**config.mk**
```make
export PLATFORM = sky130hd
export DESIGN_NAME = int_add_cc
export DESIGN_NICKNAME = d
export VERILOG_FILES = /design/src/rtl/int_add_pkg.sv /design/src/rtl/int_add_negate.sv /design/src/rtl/int_add_ctrl.sv /design/src/rtl/int_add_datapath.sv /design/src/rtl/int_add_cc.sv
export SDC_FILE = /design/constraint.sdc
export NUM_CORES = 1
export LEC_CHECK = 0
export BUFFER_PORTS_ARGS = -buffer_cell sky130_fd_sc_hd__buf_4
export CAP_MARGIN = 20
export CORE_UTILIZATION = 54
export CTS_BUF_LIST = sky130_fd_sc_hd__clkbuf_4
export CTS_CLUSTER_SIZE = 12
export DETAILED_ROUTE_END_ITERATION = 16
export PLACE_DENSITY = 0.8
export SYNTH_ARGS = -nofsm -noshare
export SYNTH_HDL_FRONTEND = slang
export SYNTH_HIERARCHICAL = 1
export SYNTH_SLANG_ARGS = --single-unit
```
**constraint.sdc**
```tcl
create_clock -name clk -period 3.48 [get_ports clk]
set_input_delay 0.348 -clock clk [delete_from_list [all_inputs] [get_ports clk]]
set_output_delay 0.348 -clock clk [all_outputs]
set_load 0.01 [all_outputs]
```
**src/rtl/int_add_pkg.sv**
```systemverilog
package int_add_pkg;
  localparam int DATA_W = 32;
  localparam int FLAG_W = 4;
  localparam int FLAG_ZERO = 0;
  localparam int FLAG_SIGN = 1;
  localparam int FLAG_CARRY = 2;
  localparam int FLAG_OVF = 3;

  typedef struct packed {
    logic capture;
    logic writeFlags;
    logic chainCarry;
  } addStrobes_t;
endpackage

```
**src/rtl/int_add_negate.sv**
```systemverilog
module int_add_negate #(
  parameter int W = 32
) (
  input  logic [W-1:0] rawVal,
  input  logic         doNeg,
  output logic [W-1:0] condVal,
  output logic         isPositive
);
  always_comb begin
    condVal = doNeg ? (~rawVal + W'(1)) : rawVal;
    isPositive = !condVal[W-1] && (|condVal);
  end
endmodule

```
**src/rtl/int_add_ctrl.sv**
```systemverilog
module int_add_ctrl
  import int_add_pkg::*;
(
  input  logic        clk,
  input  logic        rst_n,
  input  logic        inValid,
  input  logic        extAdd,
  input  logic        setFlags,
  output addStrobes_t strobes,
  output logic        outValid
);
  always_comb begin
    strobes.capture    = inValid;
    strobes.writeFlags = inValid && setFlags;
    strobes.chainCarry = inValid && extAdd;
  end

  always_ff @(posedge clk or negedge rst_n) begin
    if (!rst_n) outValid <= 1'b0;
    else        outValid <= inValid;
  end
endmodule

```
**src/rtl/int_add_datapath.sv**
```systemverilog
module int_add_datapath
  import int_add_pkg::*;
#(
  parameter int W = DATA_W
) (
  input  logic              clk,
  input  logic              rst_n,
  input  addStrobes_t       strobes,
  input  logic [W-1:0]      opA,
  input  logic [W-1:0]      opB,
  input  logic              negA,
  input  logic              negB,
  output logic [W-1:0]      result,
  output logic [FLAG_W-1:0] flags
);
  localparam int NUM_OPS = 2;

  logic [NUM_OPS-1:0][W-1:0] rawOps;
  logic [NUM_OPS-1:0][W-1:0] condOps;
  logic [NUM_OPS-1:0]        negOps;
  logic [NUM_OPS-1:0]        posOps;

  assign rawOps = {opB, opA};
  assign negOps = {negB, negA};

  for (genvar i = 0; i < NUM_OPS; i++) begin : g_cond
    int_add_negate #(.W(W)) u_neg (
      .rawVal    (rawOps[i]),
      .doNeg     (negOps[i]),
      .condVal   (condOps[i]),
      .isPositive(posOps[i])
    );
  end

  logic [W:0]      partial;
  logic            carryIn;
  logic [W-1:0]    sumNext;
  logic [FLAG_W-1:0] flagsNext;

  always_comb begin
    // Carry-in reads the flag register before this edge rewrites it.
    carryIn = strobes.chainCarry && flags[FLAG_CARRY];
    partial = {1'b0, condOps[0]} + {1'b0, condOps[1]};
    sumNext = partial[W-1:0] + W'(carryIn);
    flagsNext[FLAG_ZERO]  = (sumNext == '0);
    flagsNext[FLAG_SIGN]  = sumNext[W-1];
    flagsNext[FLAG_CARRY] = partial[W];
    flagsNext[FLAG_OVF]   = (&posOps) && sumNext[W-1];
  end

  always_ff @(posedge clk or negedge rst_n) begin
    if (!rst_n) begin
      result <= '0;
      flags  <= '0;
    end else begin
      if (strobes.capture)    result <= sumNext;
      if (strobes.writeFlags) flags  <= flagsNext;
    end
  end
endmodule

```
**src/rtl/int_add_cc.sv**
```systemverilog
module int_add_cc
  import int_add_pkg::*;
(
  input  logic              clk,
  input  logic              rst_n,
  input  logic              inValid,
  input  logic [DATA_W-1:0] opA,
  input  logic [DATA_W-1:0] opB,
  input  logic              negA,
  input  logic              negB,
  input  logic              extAdd,
  input  logic              setFlags,
  output logic              outValid,
  output logic [DATA_W-1:0] result,
  output logic [FLAG_W-1:0] flags
);
  addStrobes_t strobes;

  int_add_ctrl u_ctrl (
    .clk     (clk),
    .rst_n   (rst_n),
    .inValid (inValid),
    .extAdd  (extAdd),
    .setFlags(setFlags),
    .strobes (strobes),
    .outValid(outValid)
  );

  int_add_datapath #(.W(DATA_W)) u_dp (
    .clk    (clk),
    .rst_n  (rst_n),
    .strobes(strobes),
    .opA    (opA),
    .opB    (opB),
    .negA   (negA),
    .negB   (negB),
    .result (result),
    .flags  (flags)
  );
endmodule

```
==> results.tsv, run 1 <==
stage	metric	value	unit
logic_synthesis	synth-edff-count	0	
floorplanning	die_w	114.0	µm
outcome	firstError	[ERROR GRT-0232] Routing congestion too high. Check the congestion heatmap in the GUI.	
cts	clockBufferDepth	2	
cts	cts_inserted_buffers	5	
global_route	gr-total-overflow	2	
place	portBuffers	107	
logic_synthesis	async_flop_share	1.000	
outcome	outcome	did not finish	
cts	root_buffer	clkbuf_4	
global_route	grt_max_degree	59	
cts	cts_max_level	2	
place	dp_cells	1411	
logic_synthesis	synth_warnings	6	
floorplanning	die_y	114.0	µm
logic_synthesis	synth_most_common_cell	xnor2_1	
floorplanning	initial_utilization	0.5589	
logic_synthesis	synth_cells	890	
logic_synthesis	yosys.area.top_type	dfrtp_1	
logic_synthesis	netlist_area	6769	µm²
place	place_congestion	0.9769	
logic_synthesis	seq_area_frac_synth	0.1368	
logic_synthesis	synthFlopType	dfrtp_1	
floorplanning	row_count	40	
global_route	grt_use_total	0.6482	
place	dp_slack	-1.554	ns
logic_synthesis	synth_top_cell_area_share	0.1368	
cts	numClockSinks	37	
logic_synthesis	synthTopCellsByCount	xnor2_1, a21oi_1, nor2_1, nand2_1, o21ai_0	
logic_synthesis	ys_seq_elements	37	
logic_synthesis	yosys-top-cells-area	dfrtp_1, xnor2_1, ha_1, a21oi_1, nor2_1	
logic_synthesis	ys_types	94	
floorplanning	io_pins	108	
logic_synthesis	avgSynthCellArea	7.606	µm²
place	hpwl	18.81	mm
logic_synthesis	synth_nets	998	
outcome	stop_stage	global routing	
-- cell families after synthesis --
kind of cell / count (synthesis) / synth area share
buf+inv: 86 / 0.05582
xor+xnor: 109 / 0.1421
flops: 37 / 0.1368
fa+ha+maj: 37 / 0.06950
mux: 17 / 0.02699
compound gates: 252 / 0.2660
simple gates: 352 / 0.3028
-- through the flow --
stage	hold WS, ns	instance area, µm²
after floorplan	0.05241	7181
after global placement	0.3166	10150
after detailed placement	0.3202	10150
after CTS	0.4823	11360
-- what timing repair did --
| action | in CTS |
|---|---|
| setup buffers | 48 |
| pin swaps | 110 |
| hold endpoints to repair | 37 |
| setup endpoints to repair | 25 |
| hold buffers | 1 |
| gates resized for setup | 148 |
-- layer usage --
metal,GRT usage,overflow
met3,0.3836,0
met1,0.6244,0
met4,0.7307,1
met5,0.06667,0
met2,0.9002,1
==> run 2: changes to the inputs <==
- CORE_UTILIZATION: 54 -> 40
- CTS_BUF_LIST: sky130_fd_sc_hd__clkbuf_4 -> unset
- CTS_CLUSTER_SIZE: 12 -> unset
- PLACE_DENSITY: 0.8 -> unset
- PLACE_DENSITY_LB_ADDON: unset -> 0.15
- clock period: 3.48 -> 4.5 ns (I/O delays scaled with it)
==> results.tsv, run 2 <==
stage	metric	value	unit
outcome	outcome	complete, but fails checks	
outcome	violations	setup timing	
logic_synthesis	synth_most_common_cell	xnor2_1	
detailed_routing	first_pass_iters	4	
sta	holdWs	0.1143	ns
critical_path	required	4.69	ns
finish	drive_gt1_frac	0.4945	
detailed_routing	via_per_inst	5.347	
power	p_per_area	315.8	nW/µm²
logic_synthesis	async_flop_share	1.000	
finish	final_common_cell	buf_4	
logic_synthesis	ys_seq_elements	37	
critical_path	critPathLaunchType	input port	
critical_path	crit_type	input port to flip-flop	
detailed_routing	drc_errors	0	
critical_path	rrSetupSlack	0.60	ns
logic_synthesis	yosys-top-cells-area	dfrtp_1, xnor2_1, ha_1, a21oi_1, nor2_1	
floorplanning	die_y	132.1	µm
global_route	use_met1	0.3432	
logic_synthesis	yosys.area.top_type	dfrtp_1	
logic_synthesis	ys_types	94	
place	place_congestion	0.8807	
finish	instances_no_fill	1494	
global_route	grt_use_total	0.2422	
cts	cts_tree	built	
global_route	grt_pass1_wl	35.39	mm
sta	fin_crit	4.613	ns
cts	clkLatencyLatePin	0.28	ns
critical_path	critPathMostFrequentCell	buf_4	
sta	setup_viol	6	
critical_path	slowest_stage	or4b_4	
cts	root_buffer	clkbuf_16	
logic_synthesis	synth_top_cell_area_share	0.1368	
cts	cts_max_level	2	
sta	worst_slew_pin_slew	0.5717	ns
finish	nNetsFinal	1382	
critical_path	r2r_start	u_dp/flags[2]	
finish	reg_top3	u_dp/result x32, u_dp/flags x4, u_ctrl/outValid x1	
logic_synthesis	avgSynthCellArea	7.606	µm²
floorplanning	row_count	47	
logic_synthesis	seq_area_frac_synth	0.1368	
sta	final-hold-violation-count	0	
detailed_routing	drtIter0Drc	391	
finish	final_cell_mix	buf_4, xnor2_1, nand2_1, a21oi_1, nor2_1	
finish	final_area	11100	µm²
finish	area_delta_synth_final	64.05	%
place	dpl-instance-area	10120	µm²
cts	clk_pin_slew	0.05	ns
global_route	grt_max_degree	59	
finish	n_antenna_cell	0	
critical_path	cp_num_buf_inv	5	
global_route	grt_pass1_vias	7481	
floorplanning	initial_utilization	0.4096	
critical_path	crit_path_end_kind	flip-flop	
logic_synthesis	synth_cells	890	
sta	maxSlewHeadroom	0.6090	
critical_path	r2r.worst_path.cells	13	
job	drv_cap	0	
floorplanning	die_w	132.1	µm
global_route	top_usage_layer	met2	
logic_synthesis	synth_warnings	6	
detailed_routing	vias	7989	
finish	regMostFlops	u_dp/result	
cts	cts_hold_buf	0	
hold_path	worst_hold_path_type	input port to async pin	
global_route	grt_antenna_before_repair	0	
global_route	gr-total-overflow	0	
sta	layout_setup_ws	-0.1132	ns
logic_synthesis	synthFlopType	dfrtp_1	
critical_path	r2r-end	u_dp/flags[0]	
cts	cts_inserted_buffers	5	
cts	numClockSinks	37	
sta	post-route-period-util	1.025	
power	power	3507	µW
logic_synthesis	synth-edff-count	0	
cts	clockBufferDepth	2	
sta	drv_slew	0	
finish	final_util	0.6720	
critical_path	cp.arrival	4.80	ns
sta	skew	0.001849	ns
critical_path	path_cells	buf_6 -> inv_4 -> ha_4 -> or4b_4 -> o21ai_4 -> xnor2_2 -> ha_4 -> buf_4 -> a2111oi_4 -> o21ai_2 -> buf_4 -> and3_4 -> a211oi_4 -> nand4_1 -> buf_4 -> nor4_4 -> xnor2_1 -> a2111oi_2 -> nand4_1 -> a2111o_1 -> o32ai_2	
critical_path	crit_family	compound AO/OA/AOI/OAI gates	
detailed_routing	detail_route.wl_per_cell	14.60	µm
global_route	use_met2	0.4065	
place	portBuffers	107	
logic_synthesis	synth_nets	998	
detailed_routing	ant_nets	0	
floorplanning	die_area	17450	µm²
sta	rsz0062_at_grt	true	
logic_synthesis	netlist_area	6769	µm²
place	dp_cells	1461	
place	hpwl	17.70	mm
power	ir_drop	317.8	µV
power	leakagePower	0.004715	µW
floorplanning	io_pins	108	
finish	largest_reg_flops	32	
critical_path	cp_slowest_stage_delay	0.54	ns
global_route	met3_usage	0.01038	
logic_synthesis	synthTopCellsByCount	xnor2_1, a21oi_1, nor2_1, nand2_1, o21ai_0	
critical_path	crit_fanout	5	
floorplanning	core	16520	µm²
detailed_routing	wirelength	21.81	mm
sta	max_freq	216.8	MHz
finish	nFillCells	1423	
-- run 2: power breakdown --
part | switching [µW] | total, µW | internal [µW]
sequential | 58.2 | 499 | 440
combinational | 1300 | 2670 | 1370
clock | 121 | 338 | 217
-- run 2: area by class of cell --
cell class,instances,area [µm²],area share
multi-input combinational,767,6286,0.5661
tap,220,275.3,0.02479
sequential,37,925.9,0.08338
clock buffer,7,142.6,0.01285
inverter,27,128.9,0.01161
timing repair buffer,436,3346,0.3013
-- run 2: worst register-to-register path, cell delays in order, from the launching register on --
cell,delay [ns]
dfrtp_1,0.39
and2_1,0.18
ha_1,0.23
ha_2,0.19
nand2_2,0.06
or4b_2,0.61
a221oi_2,0.31
nand2_1,0.12
a2111oi_2,0.40
nand4_1,0.17
a2111oi_2,0.40
nand4_1,0.14
a2111o_1,0.42
o32ai_2,0.19
-- run 2: how the worst max path moves through the flow --
stage	from	end	slack [ns]	cells after the start
floorplan	opA[1]	u_dp/flags[0]	-0.18	19
finish	opA[0]	u_dp/flags[0]	-0.11	21
detailed placement	opB[1]	u_dp/flags[0]	-0.53	18
global route	opA[0]	u_dp/flags[0]	-0.29	22
CTS	opB[1]	u_dp/flags[0]	-0.13	18
global placement	opA[1]	u_dp/flags[1]	-0.46	22
-- run 2: per-stage QoR --
stage	setup TNS, ns	setup slack [ns]
2_1_floorplan	-0.1899	-0.1798
3_3_place_gp	-2.920	-0.4551
3_5_place_dp	-3.629	-0.5308
4_1_cts	-0.1386	-0.1308
5_1_grt	-1.451	-0.2938
6_report	-0.4307	-0.1132
-- run 2: per-layer routing --
| layer | part of all wire | up-vias |
|---|---|---|
| met1 | 0.49 | 3683 |
| met2 | 0.47 | 186 |
| met4 | 0.0097 | 0 |
| li1 | - | 4104 |
| met3 | 0.035 | 16 |
| met5 | 0 | - |
-- run 2: cell families after synthesis --
group	Yosys count	synth area share
compound gates	252	0.2660
xor+xnor	109	0.1421
fa+ha+maj	37	0.06950
buf+inv	86	0.05582
flops	37	0.1368
mux	17	0.02699
simple gates	352	0.3028
-- run 2: timing repair --
item	CTS	global route
pin swaps	8	62
gates resized for setup	36	86
buffers inserted	6	23
setup endpoints to repair	7	17
(Power assumes the default switching activity.)
==> run 3: changes to the inputs <==
- CTS_CLUSTER_SIZE: unset -> 10
- MAX_ROUTING_LAYER: unset -> met4
- SYNTH_HIERARCHICAL: 1 -> unset
==> results.tsv, run 3 <==
stage	metric	value	unit
sta	worst_slew_pin_slew	0.5460	ns
critical_path	required	4.71	ns
logic_synthesis	synthTopCellsByCount	nor2_1, xnor2_1, nand2_1, a21oi_1, xor2_1	
critical_path	cp_slowest_stage_delay	0.58	ns
logic_synthesis	synth_cells	852	
critical_path	crit_path_end_kind	flip-flop	
logic_synthesis	netlist_area	6696	µm²
critical_path	crit_family	simple AND/OR/NAND/NOR gates	
logic_synthesis	yosys-top-cells-area	dfrtp_1, xnor2_1, ha_1, xor2_1, nor2_1	
global_route	grt_use_total	0.3009	
global_route	grt_pass1_vias	8469	
cts	cts_tree	built	
sta	rsz0062_at_grt	true	
cts	numClockSinks	37	
place	hpwl	20.58	mm
finish	n_antenna_cell	0	
critical_path	crit_type	input port to flip-flop	
place	place_congestion	0.9376	
cts	clockBufferDepth	2	
finish	multi_input_area	6260	µm²
critical_path	path_cells	buf_6 -> or4_4 -> o21ai_4 -> xnor2_2 -> ha_1 -> nand2_2 -> buf_6 -> o21ai_4 -> buf_6 -> o211ai_1 -> and2_4 -> a31oi_4 -> a211o_1 -> a221o_1 -> a21o_1 -> or3_1 -> or4b_4 -> or4b_4 -> and2_4 -> o21ai_1	
detailed_routing	vias	8565	
detailed_routing	ant_nets	0	
logic_synthesis	async_flop_share	1.000	
logic_synthesis	synth-edff-count	0	
logic_synthesis	synth_top_cell_area_share	0.1383	
finish	final_common_cell	buf_4	
outcome	outcome	complete, but fails checks	
sta	max_freq	199.0	MHz
logic_synthesis	synthFlopType	dfrtp_1	
logic_synthesis	synth_nets	953	
finish	instances_no_fill	1539	
critical_path	cp_num_buf_inv	3	
finish	area_delta_synth_final	71.58	%
detailed_routing	wl_met2	12.87	mm
sta	final-hold-violation-count	0	
detailed_routing	detail_route.wl_per_cell	16.56	µm
critical_path	cp.arrival	5.23	ns
finish	drive_gt1_frac	0.4883	
power	ir_drop	181.3	µV
floorplanning	die_y	131.4	µm
finish	reg_top3	u_dp.result x32, u_dp.flags x4, u_ctrl.outValid x1	
logic_synthesis	yosys.area.top_type	dfrtp_1	
logic_synthesis	synth_most_common_cell	nor2_1	
cts	root_buffer	clkbuf_16	
global_route	grt_pass1_wl	41.43	mm
place	dp_cells	1502	
finish	regMostFlops	u_dp.result	
hold_path	worst_hold_path_type	input port to async pin	
critical_path	crit_fanout	4	
detailed_routing	via_per_inst	5.565	
detailed_routing	wirelength	25.49	mm
floorplanning	initial_utilization	0.4155	
floorplanning	io_pins	108	
sta	drv_slew	0	
cts	cts_inserted_buffers	5	
power	power	3304	µW
critical_path	critPathMostFrequentCell	buf_6	
floorplanning	die_w	131.4	µm
sta	maxSlewHeadroom	0.6351	
finish	nNetsFinal	1423	
finish	final_util	0.7130	
global_route	grt_antenna_before_repair	0	
sta	tns	-3.043	ns
detailed_routing	drc_errors	0	
job	drv_cap	0	
finish	nFillCells	1341	
finish	final_cell_mix	buf_4, nor2_1, nand2_1, xnor2_1, a21oi_1	
detailed_routing	routed.top_layer	met4	
finish	largest_reg_flops	32	
sta	post-route-period-util	1.116	
sta	skew	0.006750	ns
critical_path	critPathLaunchType	input port	
cts	clkLatencyLatePin	0.29	ns
logic_synthesis	avgSynthCellArea	7.860	µm²
detailed_routing	first_pass_iters	5	
critical_path	slowest_stage	or4_4	
sta	fin_crit	5.024	ns
floorplanning	die_area	17260	µm²
sta	layout_setup_ws	-0.5242	ns
detailed_routing	wirelength_met1	11.00	mm
logic_synthesis	synth_warnings	0	
detailed_routing	wl_met3	1.020	mm
power	p_per_area	287.5	nW/µm²
power	leakagePower	0.005209	µW
place	portBuffers	107	
logic_synthesis	ys_types	95	
global_route	gr-total-overflow	0	
floorplanning	row_count	46	
floorplanning	core	16120	µm²
logic_synthesis	seq_area_frac_synth	0.1383	
global_route	grt_max_degree	53	
cts	clk_pin_slew	0.06	ns
detailed_routing	drtIter0Drc	443	
cts	cts_max_level	2	
outcome	violations	setup timing	
sta	setup_viol	11	
finish	seq_area	925.9	µm²
logic_synthesis	ys_seq_elements	37	
## run 3: routing by layer
metal | vias to the layer above | global-route usage
li1 | 4214 | -
met1 | 4102 | 0.3616
met2 | 203 | 0.5361
met3 | 46 | 0.03125
met4 | 0 | 0.07364
met5 | - | -
## run 3: what timing repair did
item / CTS / global route
pin swaps: 26 / 25
endpoints found under the setup margin: 16 / 16
hold buffers: 0 / 0
gates cloned: 0 / 0
gates resized for setup: 64 / 54
setup buffers: 20 / 11
## run 3: layout make-up
| type | count | share of cell area |
|---|---|---|
| clock buffer | 6 | 0.01209 |
| clock inverter | 2 | 0.003267 |
| inverter | 35 | 0.01165 |
| multi-input combinational | 759 | 0.5448 |
| sequential | 37 | 0.08058 |
| tap | 216 | 0.02352 |
| timing repair buffer | 484 | 0.3241 |
## run 3: metrics by stage
step | setup slack, ns | hold slack, ns | cell area (µm²)
after floorplan | -0.5972 | 0.1544 | 6848
after global placement | -0.8356 | 0.4405 | 10470
after detailed placement | -0.9489 | 0.4432 | 10470
after CTS | -0.3653 | 0.1396 | 11120
after global routing | -0.7063 | 0.1588 | 11490
final | -0.5242 | 0.1234 | 11490
## run 3: cells by family (layout without fill, tap and decap cells)
logic type	count (synthesis)	in the layout	synth area share
XOR/XNOR	110	110	0.1556
flip-flops	37	37	0.1383
buffers and inverters	56	527	0.03288
AO/OA/AOI/OAI	246	246	0.2777
adder cells (fa/ha/maj)	35	35	0.06484
AND/OR/NAND/NOR	345	345	0.2941
multiplexers	23	23	0.03662
## run 3: worst paths after layout
kind | slack [ns] | end | from | depth (start not counted)
max in group asynchronous | 4.03 | u_dp.result[20] | rst_n | 1
min in group clk | 0.51 | u_dp.result[23] | u_dp.result[23] | 1
min | 0.12 | u_dp.result[2] | rst_n | 1
max | -0.52 | u_dp.flags[1] | opB[5] | 20
max reg2reg | 0.97 | u_dp.flags[0] | u_dp.flags[2] | 13
min reg2reg | 0.51 | u_dp.result[23] | u_dp.result[23] | 1
## run 3: power by group
group / switching [µW] / total (µW) / internal, µW
clock network: 136 / 412 / 276
logic: 1140 / 2390 / 1250
registers: 66.7 / 505 / 438
total: 1340 / 3300 / 1970
## run 3: worst register-to-register path, delay by kind of cell (launching register included)
family	cells	cell delay, ns
DFF	1	0.37
and+or+nand+nor	6	1.61
AOI/OAI and AO/OA	6	1.31
adders and majority gates	1	0.17
